===== src/rtl/lf_pkg.sv =====
package lf_pkg;
  typedef enum logic [1:0] {
    LF_IDLE = 2'd0,
    LF_FILL = 2'd1,
    LF_DONE = 2'd2
  } lf_state_e;
endpackage


===== src/rtl/lf_beat_ctr.sv =====
module lf_beat_ctr #(
  parameter int LINE_DW = 4,
  localparam int BEAT_W = $clog2(2 * LINE_DW)
) (
  input  logic              clk,
  input  logic              rst_n,
  input  logic              clr,
  input  logic              adv,
  input  logic              mode32,
  output logic [BEAT_W-1:0] beat_idx,
  output logic              last
);
  logic [BEAT_W-1:0] cnt_q, cnt_d;
  logic [BEAT_W-1:0] final_idx;

  assign final_idx = mode32 ? BEAT_W'(2 * LINE_DW - 1) : BEAT_W'(LINE_DW - 1);

  always_comb begin
    cnt_d = cnt_q;
    if (clr)      cnt_d = '0;
    else if (adv) cnt_d = cnt_q + BEAT_W'(1);
  end

  always_ff @(posedge clk or negedge rst_n) begin
    if (!rst_n) cnt_q <= '0;
    else        cnt_q <= cnt_d;
  end

  assign beat_idx = cnt_q;
  assign last     = adv && (cnt_q == final_idx);

  // without a beat the position in the fill holds
  a_r6_hold_position: assert property (@(posedge clk) disable iff (!rst_n)
    (!adv && !clr) |=> $stable(cnt_q));
endmodule


===== src/rtl/lf_wr_steer.sv =====
module lf_wr_steer #(
  parameter int LINE_DW = 4,
  localparam int IDX_W  = $clog2(LINE_DW),
  localparam int BEAT_W = $clog2(2 * LINE_DW)
) (
  input  logic              fire,
  input  logic              mode32,
  input  logic [IDX_W-1:0]  crit_idx,
  input  logic [BEAT_W-1:0] beat_idx,
  output logic [2*LINE_DW-1:0] wr_en,
  output logic              crit_upper,
  output logic              crit_done
);
  logic [IDX_W-1:0] dw_off;
  logic [IDX_W-1:0] dw_sel;
  logic             hi_ok;
  logic             lo_ok;

  // offset of the current doubleword from the critical one
  assign dw_off = mode32 ? beat_idx[BEAT_W-1:1] : beat_idx[IDX_W-1:0];
  // wraps modulo the line size (LINE_DW is a power of two)
  assign dw_sel = crit_idx + dw_off;
  assign hi_ok  = !mode32 || !beat_idx[0];
  assign lo_ok  = !mode32 ||  beat_idx[0];

  for (genvar d = 0; d < LINE_DW; d++) begin : g_dw
    assign wr_en[2*d+1] = fire && (dw_sel == IDX_W'(d)) && hi_ok;
    assign wr_en[2*d]   = fire && (dw_sel == IDX_W'(d)) && lo_ok;
  end

  assign crit_upper = fire && mode32 && (dw_off == '0) && !beat_idx[0];
  assign crit_done  = fire && (dw_off == '0) && lo_ok;
endmodule


===== src/rtl/lf_fwd_hold.sv =====
module lf_fwd_hold #(
  parameter int WORD_W = 32
) (
  input  logic                clk,
  input  logic                capture_hi,
  input  logic                crit_done,
  input  logic                mode32,
  input  logic [2*WORD_W-1:0] bus_data,
  output logic                fwd_valid,
  output logic [2*WORD_W-1:0] fwd_data
);
  logic [WORD_W-1:0] hi_q;

  // datapath register, clock-enabled, no reset needed
  always_ff @(posedge clk) begin
    if (capture_hi) hi_q <= bus_data[WORD_W-1:0];
  end

  assign fwd_valid = crit_done;
  assign fwd_data  = mode32 ? {hi_q, bus_data[WORD_W-1:0]} : bus_data;
endmodule


===== src/rtl/line_fill_seq.sv =====
module line_fill_seq
  import lf_pkg::*;
#(
  parameter int ADDR_W  = 27,
  parameter int WORD_W  = 32,
  parameter int LINE_DW = 4,
  localparam int IDX_W  = $clog2(LINE_DW),
  localparam int BEAT_W = $clog2(2 * LINE_DW)
) (
  input  logic                 clk,
  input  logic                 rst_n,
  input  logic                 bus_is_32,
  input  logic                 req_valid,
  input  logic [ADDR_W-1:0]    req_line_addr,
  input  logic [IDX_W-1:0]     req_dw_idx,
  input  logic                 bus_valid,
  input  logic [2*WORD_W-1:0]  bus_data,
  output logic                 busy,
  output logic                 done,
  output logic [2*LINE_DW-1:0] wr_en,
  output logic [ADDR_W-1:0]    wr_line_addr,
  output logic [2*WORD_W-1:0]  wr_data,
  output logic                 fwd_valid,
  output logic [2*WORD_W-1:0]  fwd_data
);
  lf_state_e         state_q, state_d;
  logic              mode32_q;
  logic [IDX_W-1:0]  crit_q;
  logic [ADDR_W-1:0] addr_q;
  logic              start;
  logic              beat_fire;
  logic              last_beat;
  logic [BEAT_W-1:0] beat_idx;
  logic              crit_upper;
  logic              crit_done;

  assign start     = (state_q == LF_IDLE) && req_valid;
  assign beat_fire = (state_q == LF_FILL) && bus_valid;

  always_comb begin
    state_d = state_q;
    case (state_q)
      LF_IDLE: if (start) state_d = LF_FILL;
      LF_FILL: if (last_beat) state_d = LF_DONE;
      LF_DONE: state_d = LF_IDLE;
      default: state_d = LF_IDLE;
    endcase
  end

  always_ff @(posedge clk or negedge rst_n) begin
    if (!rst_n) begin
      state_q  <= LF_IDLE;
      mode32_q <= 1'b0;
    end else begin
      state_q <= state_d;
      if (start) mode32_q <= bus_is_32;
    end
  end

  // request capture registers, clock-enabled on acceptance
  always_ff @(posedge clk) begin
    if (start) begin
      crit_q <= req_dw_idx;
      addr_q <= req_line_addr;
    end
  end

  lf_beat_ctr #(.LINE_DW(LINE_DW)) u_ctr (
    .clk      (clk),
    .rst_n    (rst_n),
    .clr      (start),
    .adv      (beat_fire),
    .mode32   (mode32_q),
    .beat_idx (beat_idx),
    .last     (last_beat)
  );

  lf_wr_steer #(.LINE_DW(LINE_DW)) u_steer (
    .fire       (beat_fire),
    .mode32     (mode32_q),
    .crit_idx   (crit_q),
    .beat_idx   (beat_idx),
    .wr_en      (wr_en),
    .crit_upper (crit_upper),
    .crit_done  (crit_done)
  );

  lf_fwd_hold #(.WORD_W(WORD_W)) u_fwd (
    .clk        (clk),
    .capture_hi (crit_upper),
    .crit_done  (crit_done),
    .mode32     (mode32_q),
    .bus_data   (bus_data),
    .fwd_valid  (fwd_valid),
    .fwd_data   (fwd_data)
  );

  assign busy         = (state_q != LF_IDLE);
  assign done         = (state_q == LF_DONE);
  assign wr_line_addr = addr_q;
  assign wr_data      = mode32_q ? {bus_data[WORD_W-1:0], bus_data[WORD_W-1:0]} : bus_data;

  a_r1_full_dw_write: assert property (@(posedge clk) disable iff (!rst_n)
    (beat_fire && !mode32_q) |-> ($countones(wr_en) == 2));

  a_r2_single_word_write: assert property (@(posedge clk) disable iff (!rst_n)
    (beat_fire && mode32_q) |-> ($countones(wr_en) == 1));

  a_r4_fwd_with_write: assert property (@(posedge clk) disable iff (!rst_n)
    fwd_valid |-> wr_en[{crit_q, 1'b0}]);

  a_r5_busy_after_accept: assert property (@(posedge clk) disable iff (!rst_n)
    start |=> busy);

  a_r7_release_after_done: assert property (@(posedge clk) disable iff (!rst_n)
    done |=> (!busy && !done));

  a_r8_no_write_when_idle: assert property (@(posedge clk) disable iff (!rst_n)
    !busy |-> (wr_en == '0));
endmodule


===== config.mk =====
export PLATFORM = sky130hd
export DESIGN_NAME = line_fill_seq
export DESIGN_NICKNAME = d
export VERILOG_FILES = /design/src/rtl/lf_pkg.sv /design/src/rtl/lf_beat_ctr.sv /design/src/rtl/lf_wr_steer.sv /design/src/rtl/lf_fwd_hold.sv /design/src/rtl/line_fill_seq.sv
export SDC_FILE = /design/constraint.sdc
export NUM_CORES = 1
export LEC_CHECK = 0
export CAP_MARGIN = 20
export CORE_MARGIN = 2
export CORE_UTILIZATION = 37
export CTS_BUF_LIST = sky130_fd_sc_hd__clkbuf_16
export DETAILED_ROUTE_END_ITERATION = 16
export PLACE_DENSITY = 0.95
export SETUP_SLACK_MARGIN = 0.2
export SYNTH_ARGS = -nofsm -noshare
export SYNTH_HDL_FRONTEND = slang
export SYNTH_SLANG_ARGS = --single-unit
export TNS_END_PERCENT = 50

===== constraint.sdc =====
create_clock -name clk -period 10.5 [get_ports clk]
set_input_delay 2.1 -clock clk [delete_from_list [all_inputs] [get_ports clk]]
set_output_delay 2.1 -clock clk [all_outputs]
set_load 0.01 [all_outputs]

==> out/results.tsv, run 1 <==
metric	value	unit
asyncSetResetFlopFracSynth	8.955	%
critical_path.slowest_cell	sky130_fd_sc_hd__clkdlybuf4s50_1	
synth_flop_cell	sky130_fd_sc_hd__edfxtp_1	
placementRows	35	
dr_wl_met2	5967	µm
initial_core_util	38.26	%
total_power	1.391	mW
worst_path_largest_cell_delay	0.57	ns
drc_violations	0	
detailedPlacementHpwl	8204	µm
first_pass_iters	4	
num-nets-final	651	
floorplan.die_area	10400	µm²
critical_path.cell_chain	clkdlybuf4s50_1 -> and3b_1 -> nand2_1 -> nor3_1 -> clkdlybuf4s50_1	
setup_slack_of_the_critical_path_after_layout	4.606	ns
port_buffers	263	
timing_limited_maximum_frequency	0.1697	GHz
final_layout_size_suffix_gt1_share	4.856	%
leakagePower	2.456	nW
finalMaxSlewViolations	0	
timing.critical_path.to_type	primary output	
tns	0	ns
numCtsBuffers	9	
m1WireLength	3999	µm
cp-start-kind	input port	
place_congestion	0.8524	
synth_area_leaders	sky130_fd_sc_hd__edfxtp_1 52%, sky130_fd_sc_hd__nand2_1 14%, sky130_fd_sc_hd__buf_4 14%	
post-route-period-util	56.13	%
max_cap_viol_count	0	
hold_path_depth	1	
synth.cells.most_frequent	130 x sky130_fd_sc_hd__nand2_1, 64 x sky130_fd_sc_hd__buf_4, 61 x sky130_fd_sc_hd__edfxtp_1, 33 x sky130_fd_sc_hd__nand2b_1, 10 x sky130_fd_sc_hd__nor2_1	
vias_per_cell	4.479	
clockBufferDepth	2	
synth.ff_latch_count	67	
worst_path_required	8.40	ns
syn_area	3552	µm²
worst_clock_skew	0.008485	ns
core-area	9284	µm²
finalHoldViolCount	0	
p_per_area	225.3	nW/µm²
critical_path_most_common_cell	sky130_fd_sc_hd__clkdlybuf4s50_1	
topRoutingLayerUsed	met4	
num_io_pins	264	
worst_hold_path_type	reg2reg	
worst-slew-pin-transition	0.9010	ns
timing.final.setup_violations	0	
syn_avg_cell_area	10.15	µm²
synth-seq-area-share	55.79	%
hold_buffers	0	
synth_most_common_cell	sky130_fd_sc_hd__nand2_1	
cts-htree-levels	3	
rsz0062_at_grt	no	
clk_transition_reported_paths	0.06	ns
route.met3.wl	574	µm
route.final.wire_length	10660	µm
postCtsResizedCells	0	
first_global_vias	3150	
yosys_warnings	0	
gr-usage-all-layers	19.67	%
critical_path_class	in2out	
clkSinkCount	67	
critical_path_peak_fanout	5	
die_height	102.0	µm
maxSlewHeadroom	39.93	%
cts_tree	built	
netlist.top_cell.by_area	sky130_fd_sc_hd__edfxtp_1	
synth_cells	350	
grt_antenna_before_repair	0	
yosysUniqueCellTypes	33	
area_growth	73.76	%
yosys.area.top_type_share	51.57	%
root_buffer	sky130_fd_sc_hd__clkbuf_16	
routedWlPerCell	15.57	µm
grt_max_degree	107	
diode_insertion_count_for_antenna_repair	0	
synth_edf_count	61	
die_width	102.0	µm
worst-endpoint-arrival	3.79	ns
synth_nets	450	
reg2regPathDepth	4	
status	complete, no violations	
dpl_worst_slack	4.630	ns
route.vias.total	3068	
vdd_ir_drop_max	0.1206	mV
worstSkewPairLatency	0.32	ns
grt_pass1_wl	15540	µm
post-route-min-period	5.894	ns
postRouteAntennaNets	0	
cts_setup_buffers	0	
dr.first_iter.drc_count	73	
gr-total-overflow	0	
==> worst max-delay path: cells and delay by family <==
family,cells,cell delay [ns]
buf+inv,2,1.11
simple gates,3,0.58
==> routing by layer <==
metal  track usage (%)  up-vias
met5                 0        -
met4             7.077        0
met3             4.036       11
met2             36.94      122
met1             21.89     1451
li1                  -     1484
==> sequential cells by signal (all words and copies together) (netlist names) <==
signal and count:
crit_q 2, mode32_q 1, state_q 2, u_fwd.hi_q 32, wr_line_addr 27, u_ctr.beat_idx 3
==> cells by family (layout without fill, tap and decap cells) <==
| logic type | after synthesis | in the layout | share of synthesized area, % |
|---|---|---|---|
| AND/OR/NAND/NOR | 190 | 190 | 24.02 |
| buffers and inverters | 76 | 282 | 14.86 |
| flip-flops | 67 | 67 | 55.79 |
| XOR/XNOR | 7 | 7 | 2.536 |
| AO/OA/AOI/OAI | 4 | 4 | 0.8454 |
| multiplexers | 4 | 4 | 1.233 |
| adder cells (fa/ha/maj) | 2 | 2 | 0.7044 |
==> placed cells by master (no fill, tap or decap), types with 2 or more instances in the layout <==
cell / netlist / routed
sky130_fd_sc_hd__ha_1: 2 / 2
sky130_fd_sc_hd__xnor2_1: 2 / 2
sky130_fd_sc_hd__clkbuf_16: 0 / 9
sky130_fd_sc_hd__mux2_2: 3 / 3
sky130_fd_sc_hd__nor2_1: 10 / 10
sky130_fd_sc_hd__nand2_1: 130 / 130
sky130_fd_sc_hd__nand2b_1: 33 / 33
sky130_fd_sc_hd__bufinv_16: 0 / 2
sky130_fd_sc_hd__clkdlybuf4s50_1: 0 / 263
sky130_fd_sc_hd__buf_4: 64 / 3
sky130_fd_sc_hd__nor3_1: 3 / 3
sky130_fd_sc_hd__nor4_2: 1 / 2
sky130_fd_sc_hd__xor2_1: 3 / 3
sky130_fd_sc_hd__nor2b_1: 3 / 3
sky130_fd_sc_hd__edfxtp_1: 61 / 61
sky130_fd_sc_hd__dfrtp_1: 6 / 5
==> power by group <==
part	switching, mW	leakage, nW	internal [mW]
Clock	0.112	0.157	0.208
Combinational	0.326	1.67	0.385
Sequential	0.0245	0.624	0.335
Total	0.463	2.46	0.927
==> per-stage QoR <==
step                utilization, %  instance area (µm²)  std cells  hold WS (ns)
floorplan                        -                 3552        350        0.4965
global placement             63.05                 5853        669        0.5705
detailed placement           63.05                 5853        669        0.5783
CTS                          66.48                 6172        685        0.5913
global route                 66.48                 6172        685        0.6233
finish                       66.48                 6172        685        0.6026
==> layout make-up <==
| class | instances | area [µm²] |
|---|---|---|
| repair buffers | 266 | 2655 |
| well taps | 129 | 161.4 |
| clock inverters | 7 | 93.84 |
| flip-flops and latches | 67 | 1983 |
| multi-input cells | 207 | 1054 |
| fillers | 726 | 3112 |
| clock buffers | 9 | 225.2 |
==> worst paths after layout <==
kind	start	end	slack, ns
min	state_q[1]	state_q[0]	0.60
max	bus_valid	wr_en[3]	4.61
max reg2reg	mode32_q	u_fwd.hi_q[16]	8.16
max in group asynchronous	rst_n	mode32_q	8.22
min in group asynchronous	rst_n	state_q[1]	2.02
min reg2reg	state_q[1]	state_q[0]	0.60
(Power assumes the default switching activity.)
==> inputs of run 2 (changes only) <==
CORE_UTILIZATION = 31   (was 37)
PLACE_DENSITY = 0.87   (was 0.95)
clock period = 5.4 ns   (was 10.5 ns; I/O delays follow)
==> run 2 against run 1 <==
Compared with the run above:
- sequential share of layout area barely moved
- combinational power increased by 95%
- clock skew decreased by 0.0018 ns
- hold slack worse by 0.0086 ns
- design area up 0.14%
- first-iteration DRC count increased by 120%
- worst setup slack got worse by 3.1 ns
- largest cell class unchanged
- power is 93% higher
==> out/results.tsv, run 2 (synthesized netlist as in run 1, its figures left out) <==
metric	value	unit	change
cts_tree	built		unchanged
dpl_worst_slack	1.517	ns	was 4.630 ns
clockPowerShare	22.5	%	was 23.0%
floorplan.die_area	12330	µm²	was 10,400 µm²
finalHoldViolCount	0		unchanged
worst_path_required	4.32	ns	was 8.40 ns
ff_latch_area	1983	µm²	unchanged
placementRows	39		was 35
power.sequential.fraction	25.9	%	was 25.8%
timing.final.setup_violations	0		unchanged
detailedPlacementHpwl	8076	µm	was 8204 µm
p_per_area	434.8	nW/µm²	was 225.3 nW/µm²
hold_buffers	0		unchanged
area_growth	74.00	%	was 73.76%
clkSinkCount	67		unchanged
first_pass_iters	4		unchanged
num-nets-final	651		unchanged
timing_limited_maximum_frequency	0.2577	GHz	
layout_common_cells	263 x sky130_fd_sc_hd__clkdlybuf4s50_1, 130 x sky130_fd_sc_hd__nand2_1, 61 x sky130_fd_sc_hd__edfxtp_1		unchanged
critical_path_peak_fanout	4		was 5
largest_reg_flops	32		unchanged
clockBufferDepth	2		unchanged
grt_antenna_before_repair	0		unchanged
cts_setup_buffers	0		unchanged
maxSlewHeadroom	39.17	%	was 39.93%
drc_violations	0		unchanged
post-route-min-period	3.880	ns	
leakagePower	2.458	nW	was 2.456 nW
finalMaxSlewViolations	0		unchanged
critical_path_class	in2out		unchanged
netSwitchingFraction	33.10	%	was 33.32%
gr-usage-all-layers	16.60	%	was 19.67%
vias_per_cell	4.365		was 4.479
grt_max_usage_layer	met2		unchanged
die_height	111.0	µm	was 102.0 µm
status	complete, no violations		unchanged
place_congestion	0.9087		was 0.8524
die_width	111.0	µm	was 102.0 µm
fill_cell_count	978		was 726
multi_input_gate_area	1054	µm²	unchanged
numCtsBuffers	9		unchanged
power.net_switching	0.8895	mW	was 0.4633 mW
grt_pass1_wl	16170	µm	was 15,540 µm
mostFrequentLayoutCell	sky130_fd_sc_hd__clkdlybuf4s50_1		unchanged
core-area	11320	µm²	was 9284 µm²
globalRouteMet1Util	18.83	%	was 21.89%
tns	0	ns	unchanged
worst_clock_skew	0.006704	ns	was 0.008485 ns
final_layout_size_suffix_gt1_share	4.496	%	was 4.856%
timing.critical_path.to_type	primary output		unchanged
worst_hold_path_type	reg2reg		unchanged
setup_slack_of_the_critical_path_after_layout	1.520	ns	was 4.606 ns
vdd_ir_drop_max	0.3190	mV	was 0.1206 mV
dr.first_iter.drc_count	160		was 73
post-route-period-util	71.85	%	
route.vias.total	3051		was 3,068
max_flop_register	u_fwd.hi_q		unchanged
postCtsResizedCells	0		unchanged
cp-start-kind	input port		unchanged
diode_insertion_count_for_antenna_repair	0		unchanged
num_io_pins	264		unchanged
postRouteAntennaNets	0		unchanged
globalRouteMet2Util	29.33	%	was 36.94%
worstSkewPairLatency	0.32	ns	about the same
combinational_cell_fraction_of_total_power	51.6	%	was 51.1%
cts-htree-levels	3		unchanged
grt_util_met3	3.335	%	was 4.036%
route.final.wire_length	10460	µm	was 10,660 µm
initial_core_util	31.38	%	was 38.26%
port_buffers	263		unchanged
worst-slew-pin-transition	0.9125	ns	was 0.9010 ns
max_cap_viol_count	0		unchanged
first_global_vias	3194		was 3,150
rsz0062_at_grt	no		unchanged
p_int	1.798	mW	was 0.9272 mW
gr-total-overflow	0		unchanged
clk_transition_reported_paths	0.06	ns	about the same
routedWlPerCell	14.96	µm	was 15.57 µm
root_buffer	sky130_fd_sc_hd__clkbuf_16		unchanged
worst-endpoint-arrival	2.80	ns	was 3.79 ns
grt_max_degree	107		unchanged
-- run 2: cell count changes in the layout (fill, tap and decap cells not counted), sizes merged --
cell / change
clkinv: +1
clkinvlp: -1
-- run 2: worst paths after layout --
check | start | slack (ns) | endpoint | cells after the start
setup / recovery | bus_valid | 1.52 | wr_en[4] | 5
setup reg to reg | mode32_q | 3.01 | u_fwd.hi_q[19] | 4
hold / removal | state_q[1] | 0.59 | state_q[0] | 1
max in group asynchronous | rst_n | 4.14 | mode32_q | 1
min in group asynchronous | rst_n | 1.01 | state_q[0] | 1
hold reg to reg | state_q[1] | 0.59 | state_q[0] | 1
-- run 2: per-stage QoR --
step | instance area, µm² | total power, mW | instances | utilization (%) | hold WS, ns
after floorplan | 3552 | 1.382 | 350 | - | 0.4965
after global placement | 5871 | 2.057 | 683 | 51.86 | 0.5680
after detailed placement | 5871 | 2.096 | 683 | 51.86 | 0.5830
after CTS | 6181 | 2.714 | 699 | 54.60 | 0.6028
after global routing | 6181 | 2.847 | 699 | 54.60 | 0.6662
final | 6181 | 2.688 | 699 | 54.60 | 0.5940
-- run 2: worst max-delay path, stage by stage --
cell                              delay, ns
sky130_fd_sc_hd__clkdlybuf4s50_1       0.53
sky130_fd_sc_hd__nor4bb_1              0.38
sky130_fd_sc_hd__nand2_1               0.14
sky130_fd_sc_hd__nor2_1                0.11
sky130_fd_sc_hd__clkdlybuf4s50_1       0.55
-- run 2: final cells by class --
class | instances | share of cell area (%)
clock inverters | 7 | 1.377
flip-flops and latches | 67 | 32.08
well taps | 143 | 2.895
multi-input cells | 207 | 17.04
clock buffers | 9 | 3.644
repair buffers | 266 | 42.96
-- run 2: routing by layer --
| layer | routed length, µm | vias to the layer above |
|---|---|---|
| li1 | - | 1478 |
| met1 | 4030 | 1415 |
| met2 | 5561 | 138 |
| met3 | 587 | 20 |
| met4 | 282 | 0 |
| met5 | 0 | - |
-- run 2: power groups by stage --
stage	Clock [mW]	Combinational [mW]	Sequential, mW
2_1_floorplan	0	0.671	0.711
3_3_place_gp	0	1.35	0.703
3_5_place_dp	0	1.39	0.707
4_1_cts	0.621	1.40	0.697
5_1_grt	0.648	1.49	0.705
6_report	0.605	1.39	0.697
==> inputs of run 3 (changes only) <==
CORE_UTILIZATION = 35   (was 31)
PLACE_DENSITY = 0.92   (was 0.87)
clock period = 4 ns   (was 5.4 ns; I/O delays follow)
==> run 3 against run 2 <==
Compared with the run above:
- register-to-register slack worse by 1.3 ns
- cell count decreased by 1.4%
- critical endpoint is now wr_en[0]
- critical path type is now reg2out
- via count rose by 1.2%
- power is 31% higher
==> out/results.tsv, run 3 (synthesized netlist as in run 1, its figures left out) <==
metric	value	unit	change
maxSlewHeadroom	40.71	%	was 39.17%
area_growth	72.74	%	was 74.00%
route.final.wire_length	10630	µm	was 10,460 µm
vias_per_cell	4.483		was 4.365
die_width	104.7	µm	was 111.0 µm
die_height	104.7	µm	was 111.0 µm
post-route-min-period	3.481	ns	
diode_insertion_count_for_antenna_repair	0		unchanged
worst-endpoint-arrival	2.68	ns	was 2.80 ns
place_congestion	0.7998		was 0.9087
layoutNonFillerInstCount	689		was 699
floorplan.die_area	10970	µm²	was 12,330 µm²
timing.critical_path.to_type	primary output		unchanged
dr_wl_met2	5903	µm	was 5561 µm
postRouteAntennaNets	0		unchanged
placementRows	36		was 39
clk_transition_reported_paths	0.05	ns	was 0.06 ns
layout_common_cells	263 x sky130_fd_sc_hd__clkdlybuf4s50_1, 130 x sky130_fd_sc_hd__nand2_1, 61 x sky130_fd_sc_hd__edfxtp_1		unchanged
tns	0	ns	unchanged
cts_tree	built		unchanged
final_layout_size_suffix_gt1_share	4.856	%	was 4.496%
port_buffers	263		unchanged
worst_path_required	3.20	ns	was 4.32 ns
placed_cells_incl_taps	673		was 683
rsz0062_at_grt	no		unchanged
grt_pass1_wl	16010	µm	was 16,170 µm
worst_hold_path_type	reg2reg		unchanged
hold_buffers	0		unchanged
num-nets-final	651		unchanged
cts_setup_buffers	0		unchanged
vdd_ir_drop_max	0.3001	mV	was 0.3190 mV
worstSkewPairLatency	0.32	ns	about the same
num_io_pins	264		unchanged
finalMaxSlewViolations	0		unchanged
gr-usage-all-layers	18.41	%	was 16.60%
timing.final.setup_violations	0		unchanged
worst-slew-pin-transition	0.8894	ns	was 0.9125 ns
postCtsResizedCells	0		unchanged
finalHoldViolCount	0		unchanged
initial_core_util	36.17	%	was 31.38%
critical_path_peak_fanout	7		was 4
timing_limited_maximum_frequency	0.2873	GHz	
numCtsBuffers	9		unchanged
root_buffer	sky130_fd_sc_hd__clkbuf_16		unchanged
m1WireLength	3950	µm	was 4030 µm
gr-total-overflow	0		unchanged
first_pass_iters	4		unchanged
dpl_worst_slack	0.6629	ns	was 1.517 ns
largest_reg_flops	32		unchanged
max_cap_viol_count	0		unchanged
cts-htree-levels	3		unchanged
max_flop_register	u_fwd.hi_q		unchanged
setup_slack_of_the_critical_path_after_layout	0.5194	ns	was 1.520 ns
clkSinkCount	67		unchanged
worst_clock_skew	0.007261	ns	was 0.006704 ns
final_core_util	62.49	%	was 54.60%
first_global_vias	3088		was 3,194
p_per_area	574.2	nW/µm²	was 434.8 nW/µm²
mostFrequentLayoutCell	sky130_fd_sc_hd__clkdlybuf4s50_1		unchanged
route.vias.total	3089		was 3,051
cp-start-kind	flip-flop		was input port
routedWlPerCell	15.43	µm	was 14.96 µm
detailedPlacementHpwl	8379	µm	was 8076 µm
leakagePower	2.433	nW	was 2.458 nW
core-area	9819	µm²	was 11,320 µm²
post-route-period-util	87.01	%	
topRoutingLayerUsed	met4		unchanged
drc_violations	0		unchanged
status	complete, no violations		unchanged
route.met3.wl	710	µm	was 587 µm
clockBufferDepth	2		unchanged
grt_max_degree	107		unchanged
dr.first_iter.drc_count	115		was 160
grt_antenna_before_repair	0		unchanged
critical_path_class	reg2out		was in2out
## run 3: metal layers
layer  global-route usage [%]  vias to the layer above
met2                    36.04                      138
li1                         -                     1480
met4                    3.619                        0
met5                        0                        -
met1                    19.41                     1467
met3                    5.240                        4
## run 3: layout make-up
class	count	area, µm²
Multi-Input combinational cell	207	1062
Fill cell	772	3684
Tap cell	133	166.4
Sequential cell	67	1983
Clock buffer	9	225.2
Clock inverter	7	43.79
Timing Repair Buffer	266	2655
## run 3: critical path: stages, from the launching register on
cell                              delay [ns]
sky130_fd_sc_hd__dfrtp_1                0.48
sky130_fd_sc_hd__mux2_2                 0.32
sky130_fd_sc_hd__ha_1                   0.34
sky130_fd_sc_hd__nor4bb_1               0.39
sky130_fd_sc_hd__nand2_1                0.12
sky130_fd_sc_hd__nor2_1                 0.14
sky130_fd_sc_hd__clkdlybuf4s50_1        0.58
## run 3: path summary, 6_finish.rpt
path	startpoint	endpoint	slack [ns]	depth (start not counted)
max	u_ctr.beat_idx[1]	wr_en[0]	0.52	6
min	state_q[1]	state_q[0]	0.59	1
max reg2reg	mode32_q	u_fwd.hi_q[19]	1.66	4
min reg2reg	state_q[1]	state_q[0]	0.59	1
max in group asynchronous	rst_n	mode32_q	3.04	1
min in group asynchronous	rst_n	mode32_q	0.72	1
## run 3: power by group
part | leakage, nW | internal (mW) | total [mW] | switching [mW]
sequential | 0.624 | 0.879 | 0.948 | 0.0694
combinational | 1.68 | 1.01 | 1.88 | 0.864
clock | 0.133 | 0.416 | 0.700 | 0.283
## run 3: through the flow
stage	hold slack, ns	power, mW	area (µm²)
global placement	0.5666	2.777	5867
detailed placement	0.5826	2.840	5867
CTS	0.5929	3.557	6136
floorplan	0.4965	1.868	3558
global route	0.6342	3.719	6136
finish	0.5902	3.523	6136
